--- src/rtl/pd_pkg.sv ---
package pd_pkg;
   localparam int RATIO_MAX = 80;
   localparam int RATIO_W   = $clog2(RATIO_MAX + 1);
   localparam int STEP_W    = 6;
   localparam int SEL_W     = 4;
   localparam int PH_BITS   = 5;
   localparam int STEP_MULT = 5;

   typedef struct packed {
      logic [RATIO_W-1:0] ratio;
      logic [STEP_W-1:0]  steps;
      logic               mult5;
   } ratio_info_t;

   function automatic ratio_info_t decode_sel(input logic [SEL_W-1:0] code);
      ratio_info_t r;
      case (code)
         4'd0:    r = '{RATIO_W'(1),  STEP_W'(1),  1'b0};
         4'd1:    r = '{RATIO_W'(2),  STEP_W'(2),  1'b0};
         4'd2:    r = '{RATIO_W'(4),  STEP_W'(4),  1'b0};
         4'd3:    r = '{RATIO_W'(5),  STEP_W'(1),  1'b1};
         4'd4:    r = '{RATIO_W'(8),  STEP_W'(8),  1'b0};
         4'd5:    r = '{RATIO_W'(10), STEP_W'(2),  1'b1};
         4'd6:    r = '{RATIO_W'(16), STEP_W'(16), 1'b0};
         4'd7:    r = '{RATIO_W'(20), STEP_W'(4),  1'b1};
         4'd8:    r = '{RATIO_W'(32), STEP_W'(32), 1'b0};
         4'd9:    r = '{RATIO_W'(40), STEP_W'(8),  1'b1};
         4'd10:   r = '{RATIO_W'(80), STEP_W'(16), 1'b1};
         default: r = '{RATIO_W'(1),  STEP_W'(1),  1'b0};
      endcase
      return r;
   endfunction
endpackage

--- src/rtl/pd_ratio_decode.sv ---
module pd_ratio_decode
   import pd_pkg::*;
(
   input  logic [SEL_W-1:0]   code,
   output logic [RATIO_W-1:0] ratio,
   output logic [STEP_W-1:0]  steps,
   output logic               mult5
);
   ratio_info_t info;
   always_comb begin
      info  = decode_sel(code);
      ratio = info.ratio;
      steps = info.steps;
      mult5 = info.mult5;
   end
endmodule

--- src/rtl/pd_phase_map.sv ---
module pd_phase_map #(
   parameter int W      = 7,
   parameter int SW     = 6,
   parameter int PH_W   = 5,
   parameter int STEP   = 5
) (
   input  logic [SW-1:0]   steps,
   input  logic            mult5,
   input  logic [PH_W-1:0] phase,
   output logic [W-1:0]    offset
);
   logic [PH_W-1:0] mask;
   logic [PH_W-1:0] shifted;
   logic [PH_W-1:0] idx;

   always_comb begin
      mask    = PH_W'(steps - SW'(1));
      shifted = mult5 ? (phase >> 1) : phase;
      idx     = shifted & mask;
      offset  = mult5 ? (W'(idx) * W'(STEP)) : W'(idx);
   end
endmodule

--- src/rtl/pd_counter.sv ---
module pd_counter #(
   parameter int W = 7
) (
   input  logic         clk,
   input  logic         rst_n,
   input  logic [W-1:0] ratio,
   input  logic         load,
   input  logic [W-1:0] load_val,
   input  logic         en,
   output logic [W-1:0] cnt,
   output logic         div_q
);
   logic [W-1:0] half;
   logic [W-1:0] nxt;

   always_comb begin
      half = W'((ratio + W'(1)) >> 1);
      if (load)
         nxt = load_val;
      else if (cnt >= ratio - W'(1))
         nxt = '0;
      else
         nxt = cnt + W'(1);
   end

   always_ff @(posedge clk or negedge rst_n) begin
      if (!rst_n) begin
         cnt   <= '0;
         div_q <= 1'b0;
      end else begin
         cnt   <= nxt;
         div_q <= en && (nxt < half);
      end
   end
endmodule

--- src/rtl/pd_postdiv.sv ---
module pd_postdiv #(
   parameter int          PH_W      = 5,
   parameter logic [3:0]  DEF_CODE  = 4'b0111,
   parameter bit          DIRECT_R1 = 1'b1
) (
   input  logic            clk,
   input  logic            rst_n,
   input  logic [3:0]      ratio_sel,
   input  logic [PH_W-1:0] phase_sel,
   input  logic            grp_en,
   input  logic            resync,
   output logic            div_clk
);
   import pd_pkg::*;
   localparam int W = RATIO_W;

   if (PH_W != PH_BITS) begin : g_bad_ph
      $error("pd_postdiv: PH_W must equal %0d", PH_BITS);
   end
   if (DEF_CODE > 4'd10) begin : g_bad_def
      $error("pd_postdiv: DEF_CODE out of range");
   end

   logic [SEL_W-1:0]  code_q;
   logic [W-1:0]      ratio_live, ratio_act, ratio_eff, offset, cnt;
   logic [STEP_W-1:0] steps_live, steps_act;
   logic              mult5_live, mult5_act, div_q;

   always_ff @(posedge clk or negedge rst_n) begin
      if (!rst_n)      code_q <= DEF_CODE;
      else if (resync) code_q <= ratio_sel;
   end

   pd_ratio_decode u_dec_live (
      .code(ratio_sel), .ratio(ratio_live), .steps(steps_live), .mult5(mult5_live));
   pd_ratio_decode u_dec_act (
      .code(code_q), .ratio(ratio_act), .steps(steps_act), .mult5(mult5_act));

   pd_phase_map #(.W(W), .SW(STEP_W), .PH_W(PH_W), .STEP(STEP_MULT)) u_phase (
      .steps(steps_live), .mult5(mult5_live), .phase(phase_sel), .offset(offset));

   assign ratio_eff = resync ? ratio_live : ratio_act;

   pd_counter #(.W(W)) u_cnt (
      .clk(clk), .rst_n(rst_n), .ratio(ratio_eff), .load(resync),
      .load_val(offset), .en(grp_en), .cnt(cnt), .div_q(div_q));

   if (DIRECT_R1) begin : g_r1_direct
      logic en_n;
      always_ff @(negedge clk or negedge rst_n) begin
         if (!rst_n) en_n <= 1'b0;
         else        en_n <= grp_en;
      end
      assign div_clk = (ratio_act == W'(1)) ? (clk & en_n) : div_q;
   end else begin : g_r1_level
      assign div_clk = div_q;
   end
endmodule

--- config.mk ---
export PLATFORM = sky130hd
export DESIGN_NAME = pd_postdiv
export DESIGN_NICKNAME = d
export VERILOG_FILES = /design/src/rtl/pd_pkg.sv /design/src/rtl/pd_ratio_decode.sv /design/src/rtl/pd_phase_map.sv /design/src/rtl/pd_counter.sv /design/src/rtl/pd_postdiv.sv
export SDC_FILE = /design/constraint.sdc
export NUM_CORES = 1
export LEC_CHECK = 0
export BUFFER_PORTS_ARGS = -buffer_cell sky130_fd_sc_hd__buf_2
export CORE_MARGIN = 2
export CORE_UTILIZATION = 55
export DETAILED_ROUTE_END_ITERATION = 6
export GPL_ROUTABILITY_DRIVEN = 0
export PLACE_DENSITY = 0.77
export SLEW_MARGIN = 40
export SYNTH_ARGS = -nofsm -noshare
export SYNTH_HDL_FRONTEND = slang
export SYNTH_SLANG_ARGS = --single-unit
--- constraint.sdc ---
create_clock -name clk -period 3.9 [get_ports clk]
set_clock_uncertainty 0.1 [all_clocks]
set_input_delay 0 -clock clk [delete_from_list [all_inputs] [get_ports clk]]
set_output_delay 0 -clock clk [all_outputs]
set_load 0.05 [all_outputs]
==> flow_metrics.tcl <==
set metrics [dict create \
    power_mw 0.854 \
    grt-ovfl-total 0 \
    syn2layout_area_growth_pct 38.6 \
    synth-async-reset-ratio 1.00 \
    cts_tree "done" \
    post-dp-hpwl_um 3120 \
    multi_input_area_um2 1530 \
    layout_commonest_cell "buf_4" \
    final_nets 314 \
    final_cell_mix "buf_4 (35), ha_1 (22), nor2_1 (18), nand2_1 (18), buf_2 (13)" \
    arrival_ps 4280 \
    routed_wl_um 4870 \
    synth_mux_area_frac 0.0633 \
    io_buffers 13 \
    clock_latency_ps 400 \
    grtUsageTotal 0.264 \
    die_area_um2 3710 \
    p_leak_nw 1.11 \
    period_needed_ps 4070 \
    ant_nets 0 \
    post-route-period-util 1.04 \
    synth_area_um2 1780 \
    p_clk_frac 0.195 \
    max-vdd-ir-drop_mv 0.116 \
    cp.required_ps 4110 \
    start_util 0.583 \
    syn-num-nets 255 \
    dr.first_iter.drc_count 97 \
    synth_xor_xnor_area_share 0.0689 \
    grt_pass1_wl_um 7200 \
    cp-end-kind "flip-flop" \
    clk_pin_slew_worst_paths_ps 100 \
    vias 1783 \
    timing.hold.ws_ps -5.73 \
    seq_power_share 0.225 \
    placed_cell_area_um2 2090 \
    fin_area_um2 2470 \
    outcome "finished with violations" \
    synthTopCellsByArea "ha_1 (20%), dfrtp_1 (13%), dfstp_2 (4.4%)" \
    drive_above_1_share 0.348 \
    power_frac_comb 0.580 \
    drc 0 \
    holdCritPathClass "primary input to flip-flop" \
    die_y_um 60.9 \
    rsz0062_at_grt "true" \
    seqCellArea_um2 329 \
    start_kind "flip-flop" \
    io_pins 14 \
    dp_slack_ps -79.3 \
    powerDensity_nw_per_um2 346 \
    core_um2 3050 \
    worstSetupPathType "flip-flop to flip-flop" \
    yosysTopAreaCell "ha_1" \
    antenna_found_initial 0 \
    slew_violations 0 \
    max-slew-margin-rel 0.708 \
    grt_pass1_vias 1608 \
    synthAdderAreaFrac 0.215 \
    seq_area_frac_synth 0.185 \
    rows 20 \
    fmax_ghz 0.246 \
    wire_per_inst_um 15.5 \
    syn_inst 212 \
    stdcell_count 314 \
    firstDrtPassIters 6 \
    synth_compound_area_frac 0.200 \
    p_sw_frac 0.420 \
    ys_types 50 \
    yosys_warnings 0 \
    numPlacedInstances 291 \
    synthFlopType "dfrtp_1" \
    netlist.area_leader.share 0.204 \
    p_sw_mw 0.359 \
    layout_setup_ws_ps -173 \
    die_w_um 60.9 \
    synth_top_family_by_area "simple AND/OR/NAND/NOR gates" \
    violations "negative hold slack, negative setup slack" \
    hold_viol_final 1 \
    viasPerCell 5.68 \
    grt_max_degree 17 \
    max_cap_viol_count 0 \
    synth-simple-area-share 0.220 \
    n_antenna_cell 0 \
    ys_ff_latch 13 \
    worst_slew_pin_slew_ps 436 \
    avgSynthCellArea_um2 8.39 \
    synth_edf_count 0 \
    setup_violations 1 \
    path_max_fanout 5 \
    p_int_mw 0.495 \
    nFillCells 192 \
]
-- timing repair --
| action | CTS | global route |
|---|---|---|
| hold buffers | 10 | 0 |
| pin swaps | 13 | 23 |
| endpoints found under the hold margin | 22 | 0 |
| setup endpoints to repair | 1 | 1 |
| setup buffers | 3 | 3 |
| gates resized for setup | 7 | 24 |
-- logic make-up after synthesis --
group,Yosys count
DFF,13
muxes,10
xor gates and xnor gates,14
and+or+nand+nor,73
adders and majority gates,30
AOI/OAI and AO/OA,52
buffers and inverters,20
-- registers in the layout (all words and copies together), names as in the netlist --
name              count
u_cnt.cnt             7
code_q                4
g_r1_direct.en_n      1
u_cnt.div_q           1
-- routing by layer --
metal / GRT usage / up-vias / wire length (µm)
met5: 0 / - / 0
met4: 0.0839 / 0 / 70
met3: 0.0512 / 7 / 174
met2: 0.427 / 48 / 2410
met1: 0.355 / 853 / 2220
li1: - / 875 / -
-- final timing paths --
path | start | end | slack (ps) | depth (start not counted)
setup / recovery | code_q[1]$_DFFE_PN1P_ | u_cnt.div_q$_DFF_PN0_ | -170 | 19
max in group asynchronous | rst_n | g_r1_direct.en_n$_DFF_NN0_ | 1860 | 2
hold / removal | phase_sel[0] | u_cnt.div_q$_DFF_PN0_ | -6 | 5
setup reg to reg | code_q[1]$_DFFE_PN1P_ | u_cnt.div_q$_DFF_PN0_ | -170 | 19
min in group asynchronous | rst_n | code_q[1]$_DFFE_PN1P_ | 30 | 2
hold reg to reg | u_cnt.cnt[0]$_DFF_PN0_ | u_cnt.cnt[0]$_DFF_PN0_ | 440 | 1
-- critical path, stage by stage, from the launching register on --
cell and delay, ps:
dfstp_2 620, buf_12 120, ha_4 190, nand2b_4 60, mux2i_1 60, mux2_4 300
or3_4 370, xor2_1 170, ha_1 280, nand2_1 60, a211o_1 270, o211ai_1 150
buf_4 180, buf_6 100, o21ai_4 60, ha_4 160, a211o_1 280, a21oi_2 120
o211ai_1 110, a311oi_2 200
-- power groups by stage --
stage | Sequential [mW] | Combinational [mW] | Clock, mW
finish | 0.192 | 0.495 | 0.166
global route | 0.194 | 0.545 | 0.173
CTS | 0.190 | 0.404 | 0.166
detailed placement | 0.192 | 0.371 | 0.0282
global placement | 0.192 | 0.364 | 0.0282
floorplan | 0.182 | 0.252 | 0.0247
-- Yosys cell counts, drive strengths merged (3+ instances only) --
| cell type | count |
|---|---|
| nor2 | 19 |
| buf | 6 |
| dfstp | 3 |
| inv | 11 |
| clkbuf | 3 |
| xnor2 | 9 |
| nor2b | 5 |
| o22a | 3 |
| nand3 | 7 |
| o21ai | 16 |
| mux2i | 6 |
| o211ai | 3 |
| nand2b | 10 |
| xor2 | 5 |
| mux2 | 4 |
| dfrtp | 9 |
| nand2 | 19 |
| a21oi | 10 |
| ha | 29 |
-- metrics by stage --
stage / utilization / hold slack [ps] / setup TNS [ps]
CTS: 0.751 / 10.9 / -132
global route: 0.808 / 30.7 / -308
global placement: 0.684 / -195 / -28.1
floorplan: - / -396 / 0
detailed placement: 0.684 / -193 / -79.3
finish: 0.808 / -5.73 / -173
-- final cells by class --
type	instances	share of cell area
timing repair buffer	59	0.184
sequential	13	0.133
tap	44	0.0223
multi-input combinational	179	0.622
clock buffer	8	0.0218
inverter	11	0.0167
Note: power is estimated with default switching activity, not from simulation.
